--- src/rtl/fpm_pkg.sv ---
package fpm_pkg;

  // Operand classification after decode
  typedef struct packed {
    logic is_zero;
    logic is_inf;
    logic is_nan;
  } opclass_t;

  // Result class chosen in the first stage
  typedef enum logic [2:0] {
    SP_NORM,
    SP_ZERO,
    SP_INF,
    SP_NAN,
    SP_INVALID
  } special_e;

  typedef struct packed {
    logic invalid;
    logic underflow;
    logic overflow;
  } flags_t;

  // NaN wins over zero*inf, which wins over infinity, which wins over zero
  function automatic special_e resolve_special(input opclass_t a, input opclass_t b);
    special_e r;
    if (a.is_nan || b.is_nan)
      r = SP_NAN;
    else if ((a.is_zero && b.is_inf) || (a.is_inf && b.is_zero))
      r = SP_INVALID;
    else if (a.is_inf || b.is_inf)
      r = SP_INF;
    else if (a.is_zero || b.is_zero)
      r = SP_ZERO;
    else
      r = SP_NORM;
    return r;
  endfunction

endpackage

--- src/rtl/fpm_unpack.sv ---
module fpm_unpack
  import fpm_pkg::*;
#(
  parameter int EXP_W  = 8,
  parameter int FRAC_W = 10
) (
  input  logic [EXP_W+FRAC_W:0] op,
  output logic                  sign,
  output logic [FRAC_W:0]       signif,
  output logic [EXP_W-1:0]      bexp,
  output opclass_t              cls
);

  localparam int W = EXP_W + FRAC_W + 1;

  logic [FRAC_W-1:0] frac;
  logic              exp_zero;
  logic              exp_ones;

  always_comb begin
    sign     = op[W-1];
    bexp     = op[W-2 -: EXP_W];
    frac     = op[FRAC_W-1:0];
    exp_zero = (bexp == '0);
    exp_ones = (bexp == '1);
    // exponent zero means zero: subnormal fractions are dropped
    cls.is_zero = exp_zero;
    cls.is_inf  = exp_ones && (frac == '0);
    cls.is_nan  = exp_ones && (frac != '0);
    signif      = {~exp_zero, frac};
  end

endmodule

--- src/rtl/fpm_norm.sv ---
module fpm_norm #(
  parameter int EXP_W  = 8,
  parameter int FRAC_W = 10
) (
  input  logic [2*FRAC_W+1:0]       prod,
  input  logic signed [EXP_W+1:0]   esum,
  output logic [FRAC_W-1:0]         mant,
  output logic                      guard,
  output logic                      sticky,
  output logic signed [EXP_W+1:0]   exp_n
);

  localparam int PW = 2 * (FRAC_W + 1);
  localparam int EW = EXP_W + 2;

  logic          top;
  logic [PW-1:0] aligned;

  always_comb begin
    top     = prod[PW-1];
    // leading one placed at PW-1 in both cases
    aligned = top ? prod : {prod[PW-2:0], 1'b0};
    mant    = aligned[PW-2 -: FRAC_W];
    guard   = aligned[PW-2-FRAC_W];
    sticky  = |aligned[PW-3-FRAC_W:0];
    exp_n   = esum + $signed({{(EW-1){1'b0}}, top});
  end

endmodule

--- src/rtl/fpm_round.sv ---
module fpm_round
  import fpm_pkg::*;
#(
  parameter int EXP_W  = 8,
  parameter int FRAC_W = 10
) (
  input  logic                    sign,
  input  special_e                sp,
  input  logic [FRAC_W-1:0]       mant,
  input  logic                    guard,
  input  logic                    sticky,
  input  logic signed [EXP_W+1:0] exp_n,
  output logic [EXP_W+FRAC_W:0]   result,
  output flags_t                  flags
);

  localparam int W  = EXP_W + FRAC_W + 1;
  localparam int EW = EXP_W + 2;
  localparam logic signed [EW-1:0] EXP_MAX = EW'((1 << EXP_W) - 2);
  localparam logic signed [EW-1:0] EXP_MIN = EW'(1);
  localparam logic [W-1:0] QNAN = {1'b0, {EXP_W{1'b1}}, 1'b1, {(FRAC_W-1){1'b0}}};

  logic                 up;
  logic                 carry;
  logic [FRAC_W-1:0]    frac_r;
  logic signed [EW-1:0] exp_r;
  logic                 ovf;
  logic                 unf;

  always_comb begin
    up             = guard & (sticky | mant[0]);
    {carry, frac_r} = {1'b0, mant} + {{FRAC_W{1'b0}}, up};
    exp_r          = exp_n + $signed({{(EW-1){1'b0}}, carry});
    ovf            = (exp_r > EXP_MAX);
    unf            = (exp_r < EXP_MIN);

    flags  = '0;
    result = '0;
    unique case (sp)
      SP_NORM: begin
        if (ovf) begin
          result         = {sign, {EXP_W{1'b1}}, {FRAC_W{1'b0}}};
          flags.overflow = 1'b1;
        end else if (unf) begin
          result          = {sign, {(W-1){1'b0}}};
          flags.underflow = 1'b1;
        end else begin
          result = {sign, exp_r[EXP_W-1:0], frac_r};
        end
      end
      SP_ZERO:    result = {sign, {(W-1){1'b0}}};
      SP_INF:     result = {sign, {EXP_W{1'b1}}, {FRAC_W{1'b0}}};
      SP_NAN:     result = QNAN;
      SP_INVALID: begin
        result        = QNAN;
        flags.invalid = 1'b1;
      end
      default:    result = QNAN;
    endcase
  end

endmodule

--- src/rtl/fpm_mul.sv ---
module fpm_mul
  import fpm_pkg::*;
#(
  parameter int EXP_W  = 8,
  parameter int FRAC_W = 10
) (
  input  logic                  clk,
  input  logic                  rst_n,
  input  logic                  in_valid,
  input  logic [EXP_W+FRAC_W:0] in_a,
  input  logic [EXP_W+FRAC_W:0] in_b,
  output logic                  out_valid,
  output logic [EXP_W+FRAC_W:0] out_result,
  output logic                  out_overflow,
  output logic                  out_underflow,
  output logic                  out_invalid
);

  localparam int W       = EXP_W + FRAC_W + 1;
  localparam int SW      = FRAC_W + 1;
  localparam int PW      = 2 * SW;
  localparam int EW      = EXP_W + 2;
  localparam int LATENCY = 3;
  localparam int BIAS    = (1 << (EXP_W - 1)) - 1;
  localparam logic signed [EW-1:0] BIAS_S = EW'(BIAS);

  // ---------------- stage 0: decode and multiply ----------------
  logic [W-1:0]      opnd   [2];
  logic              sgn    [2];
  logic [SW-1:0]     sig    [2];
  logic [EXP_W-1:0]  bexp   [2];
  opclass_t          cls    [2];

  assign opnd[0] = in_a;
  assign opnd[1] = in_b;

  for (genvar g = 0; g < 2; g++) begin : g_unpack
    fpm_unpack #(.EXP_W(EXP_W), .FRAC_W(FRAC_W)) u_unpack (
      .op     (opnd[g]),
      .sign   (sgn[g]),
      .signif (sig[g]),
      .bexp   (bexp[g]),
      .cls    (cls[g])
    );
  end

  logic                 s1_sign_d;
  special_e             s1_sp_d;
  logic [PW-1:0]        s1_prod_d;
  logic signed [EW-1:0] s1_esum_d;

  always_comb begin
    s1_sign_d = sgn[0] ^ sgn[1];
    s1_sp_d   = resolve_special(cls[0], cls[1]);
    s1_prod_d = {{SW{1'b0}}, sig[0]} * {{SW{1'b0}}, sig[1]};
    s1_esum_d = $signed({2'b00, bexp[0]}) + $signed({2'b00, bexp[1]}) - BIAS_S;
  end

  logic                 s1_sign_q;
  special_e             s1_sp_q;
  logic [PW-1:0]        s1_prod_q;
  logic signed [EW-1:0] s1_esum_q;

  always_ff @(posedge clk) begin
    if (in_valid) begin
      s1_sign_q <= s1_sign_d;
      s1_sp_q   <= s1_sp_d;
      s1_prod_q <= s1_prod_d;
      s1_esum_q <= s1_esum_d;
    end
  end

  // ---------------- stage 1: normalize ----------------
  logic [FRAC_W-1:0]    s2_mant_d;
  logic                 s2_guard_d;
  logic                 s2_sticky_d;
  logic signed [EW-1:0] s2_exp_d;

  fpm_norm #(.EXP_W(EXP_W), .FRAC_W(FRAC_W)) u_norm (
    .prod   (s1_prod_q),
    .esum   (s1_esum_q),
    .mant   (s2_mant_d),
    .guard  (s2_guard_d),
    .sticky (s2_sticky_d),
    .exp_n  (s2_exp_d)
  );

  logic                 s2_sign_q;
  special_e             s2_sp_q;
  logic [FRAC_W-1:0]    s2_mant_q;
  logic                 s2_guard_q;
  logic                 s2_sticky_q;
  logic signed [EW-1:0] s2_exp_q;

  logic [LATENCY-1:0] vld_d;
  logic [LATENCY-1:0] vld_q;

  always_ff @(posedge clk) begin
    if (vld_q[0]) begin
      s2_sign_q   <= s1_sign_q;
      s2_sp_q     <= s1_sp_q;
      s2_mant_q   <= s2_mant_d;
      s2_guard_q  <= s2_guard_d;
      s2_sticky_q <= s2_sticky_d;
      s2_exp_q    <= s2_exp_d;
    end
  end

  // ---------------- stage 2: round and pack ----------------
  logic [W-1:0] s3_res_d;
  flags_t       s3_flags_d;

  fpm_round #(.EXP_W(EXP_W), .FRAC_W(FRAC_W)) u_round (
    .sign   (s2_sign_q),
    .sp     (s2_sp_q),
    .mant   (s2_mant_q),
    .guard  (s2_guard_q),
    .sticky (s2_sticky_q),
    .exp_n  (s2_exp_q),
    .result (s3_res_d),
    .flags  (s3_flags_d)
  );

  logic [W-1:0] s3_res_q;
  flags_t       s3_flags_q;

  always_ff @(posedge clk) begin
    if (vld_q[1]) begin
      s3_res_q   <= s3_res_d;
      s3_flags_q <= s3_flags_d;
    end
  end

  // ---------------- valid pipeline ----------------
  always_comb begin
    vld_d = {vld_q[LATENCY-2:0], in_valid};
  end

  always_ff @(posedge clk or negedge rst_n) begin
    if (!rst_n) vld_q <= '0;
    else        vld_q <= vld_d;
  end

  assign out_valid     = vld_q[LATENCY-1];
  assign out_result    = s3_res_q;
  assign out_overflow  = s3_flags_q.overflow;
  assign out_underflow = s3_flags_q.underflow;
  assign out_invalid   = s3_flags_q.invalid;

  // ---------------- assertions ----------------
  logic [1:0] since_rst;
  always_ff @(posedge clk or negedge rst_n) begin
    if (!rst_n)              since_rst <= '0;
    else if (since_rst != 2'd3) since_rst <= since_rst + 2'd1;
  end

  localparam logic [W-1:0] QNAN_W = {1'b0, {EXP_W{1'b1}}, 1'b1, {(FRAC_W-1){1'b0}}};

  // output strobe follows the input strobe by exactly three cycles
  p_latency_r2: assert property (@(posedge clk) disable iff (!rst_n)
    (since_rst == 2'd3) |-> (out_valid == $past(in_valid, 3)));

  // reset empties the valid pipeline
  always @(negedge clk) begin
    if (!rst_n) p_reset_clear_r3: assert (out_valid == 1'b0);
  end

  // overflow flag comes with a properly formed infinity
  p_no_overflow_r6: assert property (@(posedge clk) disable iff (!rst_n)
    (out_valid && out_overflow) |->
      (out_result[W-2:0] == {{EXP_W{1'b1}}, {FRAC_W{1'b0}}}));

  // underflow flag comes with a zero word
  p_underflow_zero_r7: assert property (@(posedge clk) disable iff (!rst_n)
    (out_valid && out_underflow) |-> (out_result[W-2:0] == '0));

  // invalid flag comes with the canonical quiet NaN
  p_invalid_nan_r8: assert property (@(posedge clk) disable iff (!rst_n)
    (out_valid && out_invalid) |-> (out_result == QNAN_W));

  // flags are mutually exclusive
  p_flag_excl_r10: assert property (@(posedge clk) disable iff (!rst_n)
    out_valid |-> $onehot0({out_overflow, out_underflow, out_invalid}));

  // non-NaN results carry the XOR of the operand signs
  p_sign_xor_r11: assert property (@(posedge clk) disable iff (!rst_n)
    ((since_rst == 2'd3) && out_valid &&
     !((out_result[W-2 -: EXP_W] == '1) && (out_result[FRAC_W-1:0] != '0)))
      |-> (out_result[W-1] == $past(in_a[W-1] ^ in_b[W-1], 3)));

endmodule

--- config.mk ---
export PLATFORM = sky130hd
export DESIGN_NAME = fpm_mul
export DESIGN_NICKNAME = d
export VERILOG_FILES = /design/src/rtl/fpm_pkg.sv /design/src/rtl/fpm_unpack.sv /design/src/rtl/fpm_norm.sv /design/src/rtl/fpm_round.sv /design/src/rtl/fpm_mul.sv
export SDC_FILE = /design/constraint.sdc
export NUM_CORES = 1
export LEC_CHECK = 0
export ABC_AREA = 1
export BUFFER_PORTS_ARGS = -buffer_cell sky130_fd_sc_hd__buf_2
export CAP_MARGIN = 15
export CORE_MARGIN = 8
export CORE_UTILIZATION = 50
export CTS_BUF_LIST = sky130_fd_sc_hd__clkbuf_4 sky130_fd_sc_hd__clkbuf_8 sky130_fd_sc_hd__clkbuf_16
export DETAILED_ROUTE_END_ITERATION = 12
export PLACE_DENSITY = 0.73
export REMOVE_ABC_BUFFERS = 1
export SYNTH_ARGS = -nofsm -noshare
export SYNTH_HDL_FRONTEND = slang
export SYNTH_SLANG_ARGS = --single-unit
--- constraint.sdc ---
create_clock -name clk -period 5.9 [get_ports clk]
set_clock_uncertainty 0.2 [all_clocks]
set_input_delay 0.295 -clock clk [delete_from_list [all_inputs] [get_ports clk]]
set_output_delay 0.295 -clock clk [all_outputs]
set_load 0.05 [all_outputs]
### Word-level counts from Yosys, hierarchy flattened

Index checks and enable logic that the tools add are counted.

| storage, ports and cells | value |
|---|---|
| memory bits (writable) | 0 |
| logic and storage cells | 63 |
| bits in latches | 0 |
| bits in registers | 87 |
| memories kept | 0 |
| bits in read-only memories | 0 |

| cells by class | value |
|---|---|
| bitwise operators | 6 |
| multiplexer cells | 10 |
| multiply operators | 1 |
| shift operators | 0 |
| reduce and logical (&&, ||, !) cells | 19 |
| order comparisons | 2 |
| div/mod/pow operators | 0 |
| eq/ne operators | 5 |
| add/subtract/negate cells | 5 |

Operators with widths:

| cell | number |
|---|---|
| 19-bit one-hot mux with 3 select lines | 1 |
| 18-bit two-way mux | 2 |
| 11-bit by 11-bit multiplier with 22-bit output | 1 |
| 21-bit two-way mux | 1 |
| 10-bit by 2-bit adder with 10-bit output | 2 |
| 10-bit logical NOT | 2 |
| 10-bit nonzero test | 2 |
| 8-bit == test (second input constant) | 2 |
| 8-bit logical NOT | 2 |
| 10-bit by 1-bit adder with 11-bit output | 1 |
| 10-bit by 9-bit > comparator with 1-bit output (second input constant) | 1 |
| 10-bit by 2-bit < comparator with 1-bit output (second input constant) | 1 |
| 10-bit OR reduction | 1 |
| 9-bit by 7-bit subtractor with 10-bit output (second input constant) | 1 |
| 8-bit by 8-bit adder with 9-bit output | 1 |
| 1-bit logical AND | 6 |
| 1-bit logical OR | 4 |
| 1-bit two-way mux | 4 |
| 3-bit by 1-bit == test with 1-bit output (second input constant) | 1 |
| 3-bit by 2-bit == test with 1-bit output (second input constant) | 1 |
| 3-bit == test (second input constant) | 1 |
| 3-bit logical NOT | 1 |
| 3-bit two-way mux | 1 |
| 1-bit inverter | 3 |
| 5 further kinds | 5 |

### Longest topological paths before layout

Gate-level depths: netlist of run 1.

| logic depth | value |
|---|---|
| word-level depth | 8 |
| depth in mapped cells | 22 |
| depth with buffers taken out | 22 |

### Modules after synthesis

From an unflattened synthesis of run 1, not the netlist that was laid out.

| unflattened totals | value |
|---|---|
| cells, all modules | 1,121 |
| area, all modules | 9,247.6 um^2 |

Modules (own cells, without submodules):

| module | area each (um^2) | times used | cells each |
|---|---|---|---|
| fpm_mul | 7,395.8 | 1 | 783 |
| fpm_round | 940.9 | 1 | 165 |
| fpm_unpack | 264.0 | 2 | 48 |
| fpm_norm | 382.9 | 1 | 77 |

### Worst setup path before layout of run 1

Ideal clock, no wire load.

| timing path | value |
|---|---|
| path kind | input to register |
| from | in in_b[12] |
| to | reg s1_prod_q[21] (data pin) |
| required time | 5.439 ns |
| slack | 0.691 ns |
| arrival time | 4.748 ns |
| stages | 20 |
| path buffers | 0 |
| setup time | 0.261 ns |
| path through | nor2_1 nand2_1 nor2_1 nor2_1 fa_1 inv_1 fa_1 inv_1 fa_1 fa_1 inv_1 fa_1 inv_1 ha_1 a21oi_1 a21boi_0 nand2_1 nand2_1 nand3_1 xor2_1 |

| between the ends | value |
|---|---|
| longest elaborated chain between the ends | 3 |

RTL lines:

| item | line | RTL |
|---|---|---|
| start, declared | fpm_mul.sv:11 | `input logic [EXP_W+FRAC_W:0] in_b,` |
| 8-bit logical NOT | fpm_unpack.sv:24 | `exp_zero = (bexp == '0);` |
| 1-bit inverter | fpm_unpack.sv:30 | `signif = {~exp_zero, frac};` |
| 11-bit by 11-bit multiplier with 22-bit output | fpm_mul.sv:55 | `s1_prod_d = {{SW{1'b0}}, sig[0]} * {{SW{1'b0}}, sig[1]};` |
| net s1_prod_d[21] | fpm_mul.sv:49 | `logic [PW-1:0] s1_prod_d;` |
| end signal, assigned | fpm_mul.sv:68 | `s1_prod_q <= s1_prod_d;` |
| end, declared | fpm_mul.sv:61 | `logic [PW-1:0] s1_prod_q;` |

The timed path passes the listed nets, and every way through them passes these cells.
A chain may end at the register's enable or synchronous reset.

### Worst setup path in the final report of run 1

| timing path | value |
|---|---|
| from | in in_b[10] |
| to | reg s1_prod_q[16] (data pin) |

The elaborated chain is that of the path after synthesis.

==> results.py, run 1 <==
metrics = {
    "power": {
        "p_per_area_mw_per_mm2": 413,
        "power_leakage_nw": 4.92,
        "peakVddDrop_uv": 274,
    },
    "drt": {
        "ant_nets": 0,
        "drt_first_pass_iters": 6,
        "drt-total-wl_um": 15700,
        "drtIter0Drc": 220,
        "vias": 6120,
        "wl_per_cell_um": 12.4,
        "drc": 0,
        "viasPerCell": 4.83,
    },
    "floorplan": {
        "io_pins": 64,
        "fp.dieH_um": 147,
        "fp.dieArea_sq_mm": 0.0217,
        "die_x_um": 147,
        "core_sq_mm": 0.0171,
        "fp-row-count": 48,
        "initial_core_util_pct": 50.4,
    },
    "timing": {
        "relSlewSlack_pct": 38.0,
        "hold_violations": 0,
        "fmax_mhz": 195,
        "finalCritPeriodShare_pct": 86.7,
        "setup_viol": 0,
        "rsz0062_at_grt": "no",
        "whs_ns": 0.0632,
        "worst_pin_slew_ns": 0.929,
        "fin_crit_ns": 5.12,
        "maxSlewViolCount": 0,
        "fin_tns_setup_ns": 0,
    },
    "clock_network": {
        "numCtsBuffers": 9,
        "worstSkewPairLatency_ns": 0.33,
        "path_clk_slew_ns": 0.06,
        "clock_sinks": 87,
        "cts_tree": "done",
        "cts_max_path_buffers": 2,
        "htree_levels": 3,
        "clock_tree.root_cell": "clkbuf_16",
    },
    "yosys": {
        "synth_cell_types": 41,
        "yosysTopAreaCell": "edfxtp_1",
        "synth_seq_area_share_pct": 30.2,
        "async_flop_share_pct": 3.45,
        "ys_ff_latch": 87,
        "synth_edf_count": 84,
        "syn_inst": 985,
        "synth_top_cell_area_share_pct": 29.3,
        "yosysWarnings": 0,
        "synthTopCellsByArea": "edfxtp_1 (29%), fa_1 (19%), ha_1 (12%)",
        "syn_avg_cell_area_sq_um": 8.73,
        "synth_area_sq_mm": 0.00860,
        "synth_top_flop_cell": "edfxtp_1",
    },
    "critical_path": {
        "critPathKind": "primary input to register",
        "path_cells": "buf_2 > nor2_1 > nand2_1 > nor2_1 > buf_4 > nor2_1 > fa_1 > inv_1 > fa_1 > inv_1 > fa_1 > fa_1 > inv_1 > fa_1 > inv_1 > ha_1 > nand2_1 > nand2_1 > a31oi_1 > nor2_1 > nor2_1 > o21ai_0 > xor2_1",
        "worstReg2RegEnd": "out_result[1]",
        "critical_path_arrival_ns": 4.98,
        "worstPathRequired_ns": 5.77,
        "critPathTopFamily": "adder cells",
        "regToRegStartpoint": "s2_mant_q[0]",
        "ff2ff_path_depth": 20,
        "critPathBufInv": 6,
        "slowest_stage": "fa_1",
        "r2r_slack_ns": 2.33,
        "slowest_delay_ns": 0.54,
        "endpoint_kind": "register",
        "cp_max_fo": 9,
        "cp-start-kind": "primary input",
    },
    "global_routing": {
        "grt_overflow": 0,
        "grt_pass1_wl_um": 27200,
        "antenna_found_initial": 0,
        "grt_pass1_vias": 6080,
        "grt_use_total_pct": 15.1,
        "grt_max_degree": 38,
    },
    "job": {
        "cap_violations": 0,
    },
    "finish": {
        "fin_util_pct": 55.4,
        "antennaDiodeCount": 0,
        "area_delta_synth_final_pct": 9.82,
        "fin_nets": 1241,
        "drive_gt1_share_pct": 10.5,
        "design_area_sq_mm": 0.00945,
        "stdcell_count": 1268,
    },
    "min_path": {
        "hold_depth": 2,
        "hold_path.class": "primary input to register",
        "min_to": "s1_sign_q",
        "min_from": "in_a[18]",
    },
    "placed_design": {
        "dp_hpwl_um": 13200,
        "place_area_sq_mm": 0.00911,
        "portBuffers": 63,
        "dp_cells": 1251,
        "gp_congestion": 0.882,
    },
    "run_status": {
        "outcome": "complete, no violations",
    },
}
-- final cells by class --
class	count	area, sq um
Fill cell	1566	7610
Multi-Input combinational cell	632	5000
Sequential cell	87	2600
Inverter	242	908
Timing Repair Buffer	66	340
Tap cell	225	282
Clock buffer	11	240
Clock inverter	5	81.3
-- synthesized netlist by cell type, types with 2 or more instances --
master    number
nand2_1      207
nor3_1         5
ha_1          81
nand2_8        2
xor2_1        27
nor2_2        11
nor2_1        69
nand3_1       40
xnor2_1        9
fa_1          81
nand2_2        4
o21bai_1       9
a21oi_1       26
dfrtp_1        3
nor2_4         4
a31oi_1        2
nand3_4        3
clkbuf_1      22
inv_1        239
inv_2          3
nor4_1         2
nor3b_1        2
a21boi_0       2
edfxtp_1      84
nand4_1       20
o21ai_1        4
o21ai_0       10
-- state kept, by name (all words and copies together), names as in the netlist, 3 cells and up --
register    count
s2_sp_q         3
vld_q           3
out_result     19
s2_exp_q       10
s1_sp_q         3
s1_esum_q      10
s1_prod_q      22
s2_mant_q      10
-- worst max path at each step --
stage / start / to / slack (ns) / depth (start not counted)
finish: in_b[10] / s1_prod_q[16] / 0.78 / 23
global route: in_b[10] / s1_prod_q[21] / 0.48 / 22
CTS: in_b[10] / s1_prod_q[16] / 0.80 / 23
detailed placement: in_b[10] / s1_prod_q[18] / 0.46 / 24
global placement: in_b[10] / s1_prod_q[12] / 0.46 / 22
floorplan: in_b[12] / s1_prod_q[21] / 0.69 / 20
-- power breakdown --
part	switching [mW]	leakage [nW]	internal, mW
Combinational	1.41	3.89	0.870
Clock	0.213	0.157	0.381
Sequential	0.0717	0.869	0.954
-- metal layers --
layer / vias to the layer above / wire length [um] / GRT usage [%]
li1: 3148 / - / -
met1: 2818 / 7150 / 18.6
met2: 141 / 7640 / 26.6
met3: 13 / 708 / 2.12
met4: 0 / 206 / 4.95
met5: - / 0 / 0
-- logic make-up after synthesis --
family                     share of synthesized area, %
buffers and inverters                              11.7
and+or+nand+nor                                    19.3
AOI/OAI and AO/OA                                  4.19
adders and majority gates                          30.6
DFF                                                30.2
xor gates and xnor gates                           3.86
muxes                                             0.131
-- placed cells by master, fill, tap and decap left out, types with 3 or more instances in the layout --
master       n
nand2_2      4
clkbuf_16    9
nand4_1     20
nand2_1    207
nor2_1      69
dfrtp_1      3
xor2_1      27
fa_1        81
a21oi_1     26
o21ai_1      4
nand3_4      3
nor2_2      11
inv_1      239
nor2_4       4
buf_2       63
nand3_1     40
nor3_1       5
edfxtp_1    84
inv_2        3
o21ai_0     10
o21bai_1     9
ha_1        81
xnor2_1      9
-- what timing repair did --
item / CTS / global route
resized for setup: 0 / 0
hold buffers: 1 / 0
endpoints found under the setup margin: 0 / 0
buffers inserted: 0 / 0
endpoints found under the hold margin: 3 / 0
-- per-stage QoR --
step                      power, mW  setup WS (ns)
after floorplan                2.78          0.691
after global placement         3.28          0.461
after detailed placement       3.31          0.459
after CTS                      3.94          0.800
after global routing           4.33          0.479
final                          3.90          0.783
Power figures use the tool's default switching activity.
==> inputs of run 2 (changes only) <==
--- a/config.mk
+++ b/config.mk
@@ -8,7 +8,7 @@
 export ABC_AREA = 1
 export BUFFER_PORTS_ARGS = -buffer_cell sky130_fd_sc_hd__buf_2
 export CAP_MARGIN = 15
-export CORE_MARGIN = 8
+export CORE_MARGIN = 3
 export CORE_UTILIZATION = 50
 export CTS_BUF_LIST = sky130_fd_sc_hd__clkbuf_4 sky130_fd_sc_hd__clkbuf_8 sky130_fd_sc_hd__clkbuf_16
 export DETAILED_ROUTE_END_ITERATION = 12
@@ -17,3 +17,4 @@
 export SYNTH_ARGS = -nofsm -noshare
 export SYNTH_HDL_FRONTEND = slang
 export SYNTH_SLANG_ARGS = --single-unit
+export TNS_END_PERCENT = 1
==> run 2 against run 1 <==
Flip-flop and latch count did not move; first-iteration DRC count rose by 14%; fmax down 0.38%; total power decreased by 0.65%; cell count fell by 0.39%; register-to-register slack lost 0.06 ns; global-route usage up 3.0 points.
==> results.py, run 2 (synthesis results as in run 1) <==
metrics = {
    "run_status": {
        "outcome": "complete, no violations",
    },
    "global_routing": {
        "antenna_found_initial": 0,
        "grt_use_total_pct": 18.0,
        "grt_overflow": 0,
        "grt_max_degree": 38,
        "grt_pass1_wl_um": 27200,
        "grt_pass1_vias": 5956,
    },
    "clock_network": {
        "path_clk_slew_ns": 0.06,
        "cts_hold_buf": 1,
        "cts_tree": "done",
        "cts_setup_buffers": 0,
        "ctsResizeCount": 0,
        "cts_max_path_buffers": 2,
        "worstSkewPairLatency_ns": 0.34,
        "htree_levels": 3,
        "numCtsBuffers": 9,
        "clock_sinks": 87,
        "clock_tree.root_cell": "clkbuf_16",
    },
    "drt": {
        "wl_per_cell_um": 12.3,
        "viasPerCell": 4.82,
        "drt_first_pass_iters": 5,
        "drt-total-wl_um": 15600,
        "ant_nets": 0,
        "drtIter0Drc": 251,
        "drc": 0,
        "vias": 6089,
    },
    "power": {
        "peakVddDrop_uv": 221,
        "power_mw": 3.88,
        "power_leakage_nw": 4.91,
        "p_per_area_mw_per_mm2": 411,
    },
    "finish": {
        "fillers": 1529,
        "seq_area_sq_mm": 0.00260,
        "stdcell_count": 1263,
        "largest_register_ffs": 22,
        "fin_nets": 1241,
        "area_delta_synth_final_pct": 9.69,
        "layout_commonest_cell": "inv_1",
        "regMostFlops": "s1_prod_q",
        "fin_util_pct": 56.5,
        "multiInputGateArea_sq_mm": 0.00500,
        "antennaDiodeCount": 0,
        "design_area_sq_mm": 0.00943,
        "final_cell_mix": "inv_1 (239), nand2_1 (207), edfxtp_1 (84)",
        "drive_gt1_share_pct": 10.4,
    },
    "critical_path": {
        "critical_path_arrival_ns": 5.03,
        "cp-start-kind": "primary input",
        "endpoint_kind": "register",
        "critPathKind": "primary input to register",
        "worstPathRequired_ns": 5.79,
        "cp_max_fo": 9,
    },
    "timing": {
        "fin_tns_setup_ns": 0,
        "hold_violations": 0,
        "setup_viol": 0,
        "fmax_mhz": 195,
        "finalWorstSetupSlack_ns": 0.764,
        "maxSlewViolCount": 0,
        "whs_ns": 0.0564,
        "fin_crit_ns": 5.14,
        "rsz0062_at_grt": "no",
        "relSlewSlack_pct": 33.9,
        "worst_pin_slew_ns": 0.991,
        "finalCritPeriodShare_pct": 87.1,
    },
    "placed_design": {
        "portBuffers": 63,
        "place_area_sq_mm": 0.00911,
        "pre_cts_slack_ns": 0.409,
        "dp_hpwl_um": 12900,
        "gp_congestion": 0.898,
        "dp_cells": 1246,
    },
    "floorplan": {
        "fp.dieH_um": 137,
        "fp.dieArea_sq_mm": 0.0188,
        "initial_core_util_pct": 51.5,
        "fp-row-count": 47,
        "die_x_um": 137,
        "core_sq_mm": 0.0167,
        "io_pins": 64,
    },
    "job": {
        "cap_violations": 0,
    },
    "min_path": {
        "hold_path.class": "primary input to register",
    },
}
run 2: cell types whose count changed in the layout (fill, tap and decap cells not counted):
cell / before / now
clkinv_2: 1 / 0
clkbuf_4: 2 / 1
clkinv_1: 0 / 2
run 2: final timing paths:
check,cells after the start,slack [ns],from,end
worst max-delay path,23,0.76,in_b[12],s1_prod_q[20]
worst min-delay path,2,0.06,in_a[18],s1_sign_q
worst max register to register,20,2.27,s2_mant_q[0],out_result[4]
worst min register to register,0,0.22,s1_sign_q,s2_sign_q
max in group asynchronous,2,5.29,rst_n,vld_q[2]
min in group asynchronous,2,0.09,rst_n,vld_q[1]
run 2: layout make-up:
type                       count  area share, %
clock buffer                  10           2.47
inverter                     242           9.63
timing repair buffer          66           3.61
sequential                    87           27.5
tap                          220           2.92
multi-input combinational    632           53.0
clock inverter                 6          0.889
run 2: report_power, final:
group | total [mW] | internal (mW) | switching [mW] | leakage [nW]
clock | 0.588 | 0.374 | 0.214 | 0.152
combinational | 2.24 | 0.860 | 1.38 | 3.89
sequential | 1.04 | 0.955 | 0.0892 | 0.869
total | 3.88 | 2.19 | 1.69 | 4.91
run 2: critical path: stages:
cell and delay (ns):
buf_2 0.11, nor2_1 0.09, nand2_1 0.06, nor2_1 0.11
buf_4 0.18, nor2_1 0.07, fa_1 0.53, inv_1 0.05
fa_1 0.52, inv_1 0.05, fa_1 0.50, fa_1 0.55
inv_1 0.05, fa_1 0.52, inv_1 0.04, ha_1 0.36
nand2_1 0.09, nand2_1 0.07, a31oi_1 0.26, nand2_1 0.13
nand2_1 0.08, nand3_1 0.10, xor2_1 0.15
run 2: metal layers:
layer / vias up / GRT usage, % / part of all wire [%]
met1: 2785 / 24.3 / 46
met5: - / 0 / 0
met2: 139 / 30.2 / 48
met3: 18 / 2.98 / 4.2
li1: 3147 / - / -
met4: 0 / 5.32 / 1.5
==> inputs of run 3 (changes only) <==
--- a/config.mk
+++ b/config.mk
@@ -16,5 +16,6 @@
 export REMOVE_ABC_BUFFERS = 1
 export SYNTH_ARGS = -nofsm -noshare
 export SYNTH_HDL_FRONTEND = slang
+export SYNTH_HIERARCHICAL = 1
 export SYNTH_SLANG_ARGS = --single-unit
 export TNS_END_PERCENT = 1
==> run 3 against run 2 <==
Register-to-register slack lost 0.05 ns; clock-buffer cell count is the same; first-iteration DRC count rose by 2.4%; core utilization down 2.6 points; highest routed layer unchanged; critical path type unchanged; area after synthesis is 7.5% higher; die area rose by 7.2%; total power hardly changed; wire length rose by 8.2%.
==> results.py, run 3 <==
metrics = {
    "floorplan": {
        "core_sq_mm": 0.0181,
        "fp.dieArea_sq_mm": 0.0202,
        "die_x_um": 142,
        "io_pins": 64,
        "initial_core_util_pct": 51.1,
        "fp-row-count": 49,
        "fp.dieH_um": 142,
    },
    "global_routing": {
        "grt_use_total_pct": 17.7,
        "grt_pass1_vias": 6503,
        "antenna_found_initial": 0,
        "grt_overflow": 0,
        "grt_pass1_wl_um": 29300,
        "grt_max_degree": 38,
    },
    "timing": {
        "fin_tns_setup_ns": 0,
        "maxSlewViolCount": 0,
        "fin_crit_ns": 4.86,
        "fmax_mhz": 206,
        "finalWorstSetupSlack_ns": 1.04,
        "rsz0062_at_grt": "no",
        "hold_violations": 0,
        "finalCritPeriodShare_pct": 82.4,
        "worst_pin_slew_ns": 0.975,
        "relSlewSlack_pct": 35.0,
        "setup_viol": 0,
    },
    "drt": {
        "drt-total-wl_um": 16800,
        "wl_per_cell_um": 12.3,
        "viasPerCell": 4.80,
        "vias": 6561,
        "ant_nets": 0,
        "drtIter0Drc": 257,
        "drc": 0,
        "drt_first_pass_iters": 6,
    },
    "yosys": {
        "yosysWarnings": 6,
        "yosysTopAreaCell": "edfxtp_1",
        "synth_seq_area_share_pct": 28.1,
        "synth_top_flop_cell": "edfxtp_1",
        "syn_inst": 1121,
        "synthTopCellsByArea": "edfxtp_1 (27%), fa_1 (18%), nand2_1 (12%)",
        "synth_area_sq_mm": 0.00925,
        "ys_ff_latch": 87,
        "synthTopCellsByCount": "nand2_1 (289), inv_1 (252), edfxtp_1 (84), fa_1 (81), ha_1 (81)",
        "async_flop_share_pct": 3.45,
        "synth_top_cell_area_share_pct": 27.3,
        "synth_edf_count": 84,
        "syn_avg_cell_area_sq_um": 8.25,
        "synthMostInstantiatedCell": "nand2_1",
        "synth_cell_types": 40,
    },
    "finish": {
        "fillers": 1597,
        "largest_register_ffs": 22,
        "design_area_sq_mm": 0.00975,
        "drive_gt1_share_pct": 11.7,
        "fin_nets": 1335,
        "antennaDiodeCount": 0,
        "regMostFlops": "s1_prod_q",
        "area_delta_synth_final_pct": 5.45,
        "layout_commonest_cell": "nand2_1",
        "final_cell_mix": "nand2_1 (289), inv_1 (252), edfxtp_1 (84)",
    },
    "clock_network": {
        "ctsResizeCount": 0,
        "clock_tree.root_cell": "clkbuf_16",
        "worstSkewPairLatency_ns": 0.33,
        "htree_levels": 3,
        "cts_tree": "done",
        "clock_sinks": 87,
        "cts_setup_buffers": 0,
        "cts_max_path_buffers": 2,
        "path_clk_slew_ns": 0.06,
        "numCtsBuffers": 9,
    },
    "power": {
        "p_int_mw": 2.14,
        "pwr-share-comb_pct": 59.2,
        "p_sw_mw": 1.74,
        "p_per_area_mw_per_mm2": 397,
        "power_leakage_nw": 5.31,
        "peakVddDrop_uv": 213,
        "power_mw": 3.87,
        "p_sw_share_pct": 44.8,
        "power.clock.fraction_pct": 14.1,
        "power_frac_seq_pct": 26.7,
    },
    "placed_design": {
        "gp_congestion": 0.889,
        "portBuffers": 63,
        "dp_hpwl_um": 13700,
        "place_area_sq_mm": 0.00945,
        "pre_cts_slack_ns": 0.683,
    },
    "job": {
        "cap_violations": 0,
    },
    "critical_path": {
        "critical_path_arrival_ns": 4.76,
        "worstPathRequired_ns": 5.79,
        "endpoint_kind": "register",
        "slowest_delay_ns": 0.55,
        "cp_max_fo": 12,
        "path_cells": "buf_2 > nor2_1 > nand4_1 > buf_4 > nand2_1 > inv_1 > fa_1 > fa_1 > fa_1 > fa_1 > inv_1 > fa_1 > inv_1 > ha_1 > nand2_1 > inv_1 > a21oi_1 > nand3_2 > nand2_1 > nand2_1 > nand2_1 > nand2_1",
        "cp-start-kind": "primary input",
        "worst_path_most_repeated_cell": "nand2_1",
        "critPathKind": "primary input to register",
        "slowest_stage": "fa_1",
    },
    "run_status": {
        "outcome": "complete, no violations",
    },
    "min_path": {
        "hold_path.class": "primary input to async pin",
    },
}
## run 3: changes by cell type after synthesis, sizes merged, moves of 3 or more
| cell | before | now |
|---|---|---|
| nand4 | 20 | 11 |
| nor2 | 84 | 87 |
| o21bai | 9 | 3 |
| buf | 2 | 44 |
| nand3 | 43 | 56 |
| nand2 | 213 | 301 |
| and2 | 1 | 4 |
| inv | 242 | 257 |
| a21oi | 26 | 29 |
| xor2 | 27 | 20 |
| xnor2 | 10 | 7 |
## run 3: logic make-up after synthesis
kind of cell	after synthesis	synth area share (%)
compound gates	53	3.11
xor+xnor	27	2.64
fa+ha+maj	162	28.5
buf+inv	323	14.9
flops	87	28.1
mux	1	0.122
simple gates	468	22.6
## run 3: final cells by class
| cell class | count | area, sq um | share of cell area (%) |
|---|---|---|---|
| clock buffer | 10 | 233 | 2.39 |
| multi-input combinational | 711 | 5270 | 54.0 |
| tap | 229 | 287 | 2.94 |
| sequential | 87 | 2600 | 26.6 |
| timing repair buffer | 66 | 340 | 3.49 |
| inverter | 257 | 965 | 9.89 |
| clock inverter | 6 | 60.1 | 0.616 |
## run 3: worst max-delay path: cells and delay by family
family,cells,cell delay (ns)
AO/OA/AOI/OAI,1,0.17
adder cells (fa/ha/maj),6,2.96
buffers and inverters,6,0.52
AND/OR/NAND/NOR,9,0.80
## run 3: repair_timing
item / in CTS / in global routing
hold buffers: 1 / 0
endpoints found under the setup margin: 0 / 0
hold endpoints to repair: 3 / 0
## run 3: worst paths after layout
kind	slack, ns	to	depth (start not counted)	from
max	1.04	s1_prod_q[21]	22	in_b[10]
min	0.09	vld_q[1]	2	rst_n
max reg2reg	2.22	out_result[4]	20	s2_mant_q[0]
min reg2reg	0.21	s2_sp_q[0]	0	s1_sp_q[0]
max in group asynchronous	5.29	vld_q[0]	2	rst_n
min in group clk	0.11	s1_sign_q	2	in_a[18]
## run 3: routing by layer
metal / vias to the layer above / share of wire (%) / GRT usage, %
li1: 3388 / - / -
met1: 2988 / 45 / 22.9
met2: 161 / 49 / 31.0
met3: 24 / 4.4 / 2.22
met4: 0 / 2.2 / 6.01
met5: - / 0 / 0
## run 3: stage by stage
stage	cells	util, %	hold WS (ns)
global route	1366	53.9	0.0837
global placement	1349	52.2	-0.102
finish	1366	53.9	0.0908
CTS	1366	53.9	0.0843
detailed placement	1349	52.2	-0.0942
floorplan	1055	-	-0.201
## run 3: power groups by stage
stage                     combinational, mW  sequential [mW]  clock (mW)
final                                  2.29             1.03       0.547
after global routing                   2.70             1.05       0.590
after CTS                              2.30             1.04       0.562
after detailed placement               2.28             1.05           0
after global placement                 2.23             1.04           0
after floorplan                        1.77             1.05           0
